**src/rtl/lf_pkg.sv**
```systemverilog
`timescale 1ns/1ps
package lf_pkg;
  localparam int BW_W   = 3;
  localparam int DAMP_W = 3;
  localparam int SH_W   = 4;

  localparam logic [DAMP_W-1:0] DAMP_LO   = 3'd1;
  localparam logic [DAMP_W-1:0] DAMP_HI   = 3'd5;
  // widest bandwidth code that still accepts every damping code
  localparam logic [BW_W-1:0]   BW_ALLD   = 3'd3;
  localparam logic [BW_W-1:0]   BW_DOFS   = 3'd2;

  typedef struct packed {
    logic            update;
    logic            freeze;
    logic [SH_W-1:0] iShift;
    logic [SH_W-1:0] pShift;
  } ctrl_t;
endpackage

```
**src/rtl/lf_ctrl.sv**
```systemverilog
`timescale 1ns/1ps
module lf_ctrl
  import lf_pkg::*;
(
  input  logic              clk,
  input  logic              rstN,
  input  logic              updStb,
  input  logic              locked,
  input  logic              autoBw,
  input  logic              limInt,
  input  logic [BW_W-1:0]   acqBw,
  input  logic [BW_W-1:0]   lockBw,
  input  logic [DAMP_W-1:0] dampCode,
  output ctrl_t             ctl
);
  logic [BW_W-1:0]   bwSel;
  logic [DAMP_W-1:0] dampFloor;
  logic [DAMP_W-1:0] dampEff;

  // bandwidth choice: acquisition code only while hunting with auto mode on
  always_comb begin
    bwSel = (autoBw && !locked) ? acqBw : lockBw;
  end

  // damping legalisation: pull an illegal request to the nearest legal code
  always_comb begin
    dampFloor = (bwSel <= BW_ALLD) ? DAMP_LO : DAMP_W'(bwSel - BW_DOFS);
    if (dampCode < dampFloor)     dampEff = dampFloor;
    else if (dampCode > DAMP_HI)  dampEff = DAMP_HI;
    else                          dampEff = dampCode;
  end

  always_comb begin
    ctl.update = updStb;
    ctl.freeze = limInt;
    ctl.iShift = SH_W'(bwSel);
    ctl.pShift = SH_W'(bwSel) + SH_W'(dampEff);
  end


  damp_range_chk: assert property (@(posedge clk) disable iff (!rstN)
    ((ctl.pShift - ctl.iShift) >= SH_W'(1)) && ((ctl.pShift - ctl.iShift) <= SH_W'(5)));


  damp_floor_chk: assert property (@(posedge clk) disable iff (!rstN)
    (ctl.iShift >= SH_W'(4)) |-> ((ctl.pShift - ctl.iShift) >= (ctl.iShift - SH_W'(2))));


  manual_bw_chk: assert property (@(posedge clk) disable iff (!rstN)
    !autoBw |-> (ctl.iShift == SH_W'(lockBw)));
endmodule

```
**src/rtl/lf_datapath.sv**
```systemverilog
`timescale 1ns/1ps
module lf_datapath
  import lf_pkg::*;
#(
  parameter int ERR_W = 12,
  parameter int OUT_W = 28
) (
  input  logic                    clk,
  input  logic                    rstN,
  input  ctrl_t                   ctl,
  input  logic signed [ERR_W-1:0] phErr,
  input  logic signed [OUT_W-1:0] fMin,
  input  logic signed [OUT_W-1:0] fMax,
  output logic signed [OUT_W-1:0] freqWord,
  output logic                    limitHit
);
  localparam int SUM_W = OUT_W + 2;

  logic signed [OUT_W-1:0] integ;
  logic signed [SUM_W-1:0] errExt, iStep, pTerm, integSum, cand, loExt, hiExt;
  logic                    candHi, candLo, candSat;

  function automatic logic signed [OUT_W-1:0] clampOut(
    input logic signed [SUM_W-1:0] v,
    input logic signed [SUM_W-1:0] lo,
    input logic signed [SUM_W-1:0] hi);
    if (v > hi)      return OUT_W'(hi);
    else if (v < lo) return OUT_W'(lo);
    else             return OUT_W'(v);
  endfunction

  always_comb begin
    errExt   = SUM_W'(phErr);
    loExt    = SUM_W'(fMin);
    hiExt    = SUM_W'(fMax);
    iStep    = errExt <<< ctl.iShift;
    pTerm    = errExt <<< ctl.pShift;
    integSum = SUM_W'(integ) + iStep;
    cand     = integSum + pTerm;
    candHi   = cand > hiExt;
    candLo   = cand < loExt;
    candSat  = candHi || candLo;
  end

  always_ff @(posedge clk) begin
    if (!rstN) begin
      integ    <= '0;
      freqWord <= '0;
      limitHit <= 1'b0;
    end else if (ctl.update) begin
      freqWord <= clampOut(cand, loExt, hiExt);
      limitHit <= candSat;
      if (!(ctl.freeze && candSat)) integ <= clampOut(integSum, loExt, hiExt);
    end
  end


  out_range_chk: assert property (@(posedge clk) disable iff (!rstN)
    ctl.update |=> (freqWord <= $past(fMax)) && (freqWord >= $past(fMin)));


  flag_at_bound_chk: assert property (@(posedge clk) disable iff (!rstN)
    ctl.update |=> (!limitHit || freqWord == $past(fMax) || freqWord == $past(fMin)));


  integ_freeze_chk: assert property (@(posedge clk) disable iff (!rstN)
    (ctl.update && ctl.freeze && candSat) |=> (integ == $past(integ)));


  hold_chk: assert property (@(posedge clk) disable iff (!rstN)
    !ctl.update |=> $stable(freqWord) && $stable(limitHit) && $stable(integ));
endmodule

```
**src/rtl/dpll_pi_filter.sv**
```systemverilog
`timescale 1ns/1ps
module dpll_pi_filter
  import lf_pkg::*;
#(
  parameter int ERR_W = 12,
  parameter int OUT_W = 28
) (
  input  logic                    clk,
  input  logic                    rstN,
  input  logic                    updStb,
  input  logic signed [ERR_W-1:0] phErr,
  input  logic                    locked,
  input  logic                    autoBw,
  input  logic                    limInt,
  input  logic [2:0]              acqBw,
  input  logic [2:0]              lockBw,
  input  logic [2:0]              dampCode,
  input  logic signed [OUT_W-1:0] fMin,
  input  logic signed [OUT_W-1:0] fMax,
  output logic signed [OUT_W-1:0] freqWord,
  output logic                    limitHit
);
  ctrl_t ctl;

  lf_ctrl u_ctrl (
    .clk      (clk),
    .rstN     (rstN),
    .updStb   (updStb),
    .locked   (locked),
    .autoBw   (autoBw),
    .limInt   (limInt),
    .acqBw    (acqBw),
    .lockBw   (lockBw),
    .dampCode (dampCode),
    .ctl      (ctl)
  );

  lf_datapath #(.ERR_W(ERR_W), .OUT_W(OUT_W)) u_dp (
    .clk      (clk),
    .rstN     (rstN),
    .ctl      (ctl),
    .phErr    (phErr),
    .fMin     (fMin),
    .fMax     (fMax),
    .freqWord (freqWord),
    .limitHit (limitHit)
  );
endmodule

```
**config.mk**
```make
export PLATFORM = sky130hd
export DESIGN_NAME = dpll_pi_filter
export DESIGN_NICKNAME = d
export VERILOG_FILES = /design/src/rtl/lf_pkg.sv /design/src/rtl/lf_ctrl.sv /design/src/rtl/lf_datapath.sv /design/src/rtl/dpll_pi_filter.sv
export SDC_FILE = /design/constraint.sdc
export NUM_CORES = 1
export LEC_CHECK = 0
export ABC_AREA = 1
export BUFFER_PORTS_ARGS = -buffer_cell sky130_fd_sc_hd__buf_4
export CORE_ASPECT_RATIO = 1.25
export CORE_MARGIN = 5
export CORE_UTILIZATION = 50
export CTS_BUF_LIST = sky130_fd_sc_hd__clkbuf_2 sky130_fd_sc_hd__clkbuf_4 sky130_fd_sc_hd__clkbuf_8
export DETAILED_ROUTE_END_ITERATION = 8
export PLACE_DENSITY_LB_ADDON = 0.12
export SLEW_MARGIN = 0
export SYNTH_ARGS = -nofsm -noshare
export SYNTH_HDL_FRONTEND = slang
export SYNTH_HIERARCHICAL = 1
export SYNTH_SLANG_ARGS = --single-unit
```
**constraint.sdc**
```tcl
create_clock -name clk -period 8.9 [get_ports clk]
set_input_delay 1.335 -clock clk [delete_from_list [all_inputs] [get_ports clk]]
set_output_delay 1.335 -clock clk [all_outputs]
set_load 0.005 [all_outputs]
```
==> impl_metrics.env <==
export IMPL_totalWireLength_mm=51.04
export IMPL_status="finished clean"
export IMPL_min_path_type="flip-flop to flip-flop"
export IMPL_netlist_area_mm2=0.01277
export IMPL_avgSynthCellArea_um2=5.414
export IMPL_grt_max_degree=33
export IMPL_grt_pass1_wl_mm=77.35
export IMPL_ant_nets=0
export IMPL_r2r_start="u_dp/integ[0]"
export IMPL_ff2ff_setup_slack_ps=3010
export IMPL_synth_cells=2359
export IMPL_antenna_cells=0
export IMPL_nets=2700
export IMPL_drv_slew=0
export IMPL_multi_input_area_mm2=0.009698
export IMPL_drv_cap=0
export IMPL_hold_violations=0
export IMPL_drive_gt1_share_pct=7.667
export IMPL_register_area_mm2=0.001141
export IMPL_gr_total_overflow=0
export IMPL_io_pins=112
export IMPL_crit_fanout=28
export IMPL_dp_hpwl_mm=42.74
export IMPL_viasPerCell=5.464
export IMPL_die_y_um=188.7
export IMPL_cts_buffer_depth=2
export IMPL_numCtsBuffers=9
export IMPL_timing_final_crit_period_ps=8292
export IMPL_core_area_mm2=0.02521
export IMPL_crit_top_cell="nand2_1"
export IMPL_skew_ps=13.21
export IMPL_tightestPinTransition_ps=1095
export IMPL_max_freq_mhz=120.6
export IMPL_max_stage_delay_ps=520
export IMPL_worst_setup_path_type="primary input to flip-flop"
export IMPL_drc=0
export IMPL_die_w_um=152.9
export IMPL_fill_cells=2806
export IMPL_drtIter0Drc=1149
export IMPL_grt_pass1_vias=14089
export IMPL_slew_headroom_pct=27.03
export IMPL_die_area_mm2=0.02886
export IMPL_htreeDepth=3
export IMPL_portBuffers=111
export IMPL_reg2reg_to="u_dp/integ[21]"
export IMPL_cts_sinks=57
export IMPL_grtUsageTotal_pct=34.16
export IMPL_end_kind="flip-flop"
export IMPL_start_util_pct=50.66
export IMPL_rsz0062_at_grt="false"
export IMPL_synth_seq_cells=57
export IMPL_whs_endpoint="u_dp/freqWord[18]"
export IMPL_area_growth_synth_to_final_pct=9.944
export IMPL_yosysSeqAreaShare_pct=8.935
export IMPL_route_vias_total=15157
export IMPL_root_buffer="clkbuf_8"
export IMPL_synth_fp_nets=2625
export IMPL_crit_path_top_delay_cell="o21ai_0"
export IMPL_crit_arrival_ps=8560
export IMPL_cp_required_ps=9170
export IMPL_cts_tree="built"
export IMPL_cp_start_kind="primary input"
export IMPL_yosysWarnings=6
export IMPL_hold_path_startpoint="u_dp/freqWord[18]"
export IMPL_routabilityCongestion=0.9919
export IMPL_final_setup_tns_ps=0
export IMPL_post_drt_wl_per_cell_um=18.40
export IMPL_r2r_cells=37
export IMPL_grt_antenna_before_repair=0
export IMPL_holdPathStages=2
export IMPL_synth_distinct_cells=38
export IMPL_insertion_delay_ps=370
export IMPL_period_share_pct=93.17
export IMPL_drtPass1Iterations=8
export IMPL_row_count=65
export IMPL_setup_violations=0
export IMPL_clk_pin_slew_worst_paths_ps=80
-- area by class of cell --
class	count	share of cell area (%)
Tap cell	335	2.985
Multi-Input combinational cell	1831	69.07
Sequential cell	57	8.127
Clock inverter	5	0.5525
Timing Repair Buffer	143	7.655
Clock buffer	11	1.078
Inverter	392	10.53
-- logic make-up after synthesis --
| group | Yosys count | synth area share (%) |
|---|---|---|
| muxes | 13 | 1.019 |
| AOI/OAI and AO/OA | 241 | 10.16 |
| xor gates and xnor gates | 29 | 1.989 |
| and+or+nand+nor | 1364 | 44.64 |
| other | 1 | 0.02936 |
| buffers and inverters | 471 | 15.13 |
| DFF | 57 | 8.935 |
| adders and majority gates | 183 | 18.11 |
-- synthesized netlist by cell type (all sizes together) --
| master | number | share of area, % |
|---|---|---|
| nand2 | 845 | 25 |
| inv | 391 | 11 |
| nand3 | 253 | 10 |
| nor2 | 189 | 5.6 |
| ha | 180 | 18 |
| a21oi | 117 | 4.6 |
| o21ai | 94 | 3.8 |
| dfxtp | 57 | 8.9 |
| nand4 | 53 | 2.6 |
| buf | 49 | 2.7 |
| clkbuf | 30 | 0.88 |
| xor2 | 25 | 1.7 |
| o21bai | 14 | 0.82 |
| mux2i | 13 | 1.0 |
| nor3 | 9 | 0.35 |
| and2 | 7 | 0.34 |
| a21o | 6 | 0.35 |
| o21a | 4 | 0.24 |
| or2 | 4 | 0.20 |
| xnor2 | 4 | 0.27 |
| a31oi | 3 | 0.15 |
| fa | 3 | 0.47 |
| nand3b | 3 | 0.18 |
| clkinv | 1 | 0.029 |
| conb | 1 | 0.029 |
| nor3b | 1 | 0.098 |
| o211a | 1 | 0.078 |
| o211ai | 1 | 0.059 |
| o22ai | 1 | 0.049 |
-- cells in the final DEF, fill, tap and decap left out, types with 2 or more instances in the layout --
| cell type | count |
|---|---|
| nand3_1 | 249 |
| o21ai_0 | 91 |
| nand2_1 | 834 |
| nand2_2 | 6 |
| clkbuf_8 | 11 |
| nand3b_1 | 3 |
| a21oi_2 | 2 |
| o21a_1 | 4 |
| nand4_1 | 53 |
| clkinv_2 | 2 |
| clkinvlp_4 | 3 |
| and2_1 | 7 |
| inv_2 | 3 |
| nor3_1 | 9 |
| ha_1 | 180 |
| mux2i_1 | 13 |
| nand3_2 | 4 |
| xor2_1 | 25 |
| a21o_1 | 6 |
| or2_2 | 4 |
| xnor2_1 | 4 |
| o21ai_1 | 2 |
| bufinv_16 | 2 |
| buf_4 | 141 |
| a21oi_1 | 115 |
| nand2_4 | 5 |
| a31oi_1 | 3 |
| o21bai_1 | 14 |
| inv_1 | 386 |
| nor2_1 | 189 |
| dfxtp_1 | 57 |
| fa_1 | 3 |
-- per-stage QoR --
stage	hold slack [ps]	setup WS (ps)	utilization, %	area (µm²)	instances
finish	468.5	607.7	55.69	14040	2774
global route	484.8	40.86	55.69	14040	2774
floorplan	461.8	1754	-	12770	2359
detailed placement	457.1	337.3	54.69	13790	2756
global placement	457.4	427.6	54.69	13790	2756
CTS	468.9	692.1	55.60	14020	2772
-- registers in the layout, summed over array words and instances (netlist names) --
register       flops
u_dp/freqWord     28
u_dp/limitHit      1
u_dp/integ        28
-- how the worst max path moves through the flow --
stage          startpoint              to
3_3_place_gp       locked   u_dp/integ[4]
3_5_place_dp       locked  u_dp/integ[26]
2_1_floorplan      locked   u_dp/integ[0]
6_report           locked  u_dp/integ[21]
5_1_grt            locked  u_dp/integ[21]
4_1_cts            locked  u_dp/integ[25]
-- per-layer routing --
| layer | track usage [%] | part of all wire (%) | vias up |
|---|---|---|---|
| met4 | 21.43 | 7.5 | 0 |
| met3 | 4.985 | 7.0 | 167 |
| met2 | 58.72 | 47 | 610 |
| met5 | 0 | 0 | - |
| li1 | - | - | 7618 |
| met1 | 39.75 | 39 | 6762 |
-- worst max-delay path, delay by kind of cell --
kind	cells	cell delay, ps
AND/OR/NAND/NOR	26	3080
adder cells (fa/ha/maj)	3	1120
XOR/XNOR	2	320
buffers and inverters	8	1100
AO/OA/AOI/OAI	7	1600
-- timing repair --
action                                  CTS  global route
resized for setup                         0             5
endpoints found under the setup margin    0            28
hold buffers                              0             0
buffers inserted                          0             2
Power is left out: the tool's default activity adds up to more than one toggle a clock period on the data nets, which glitch-free logic cannot reach.
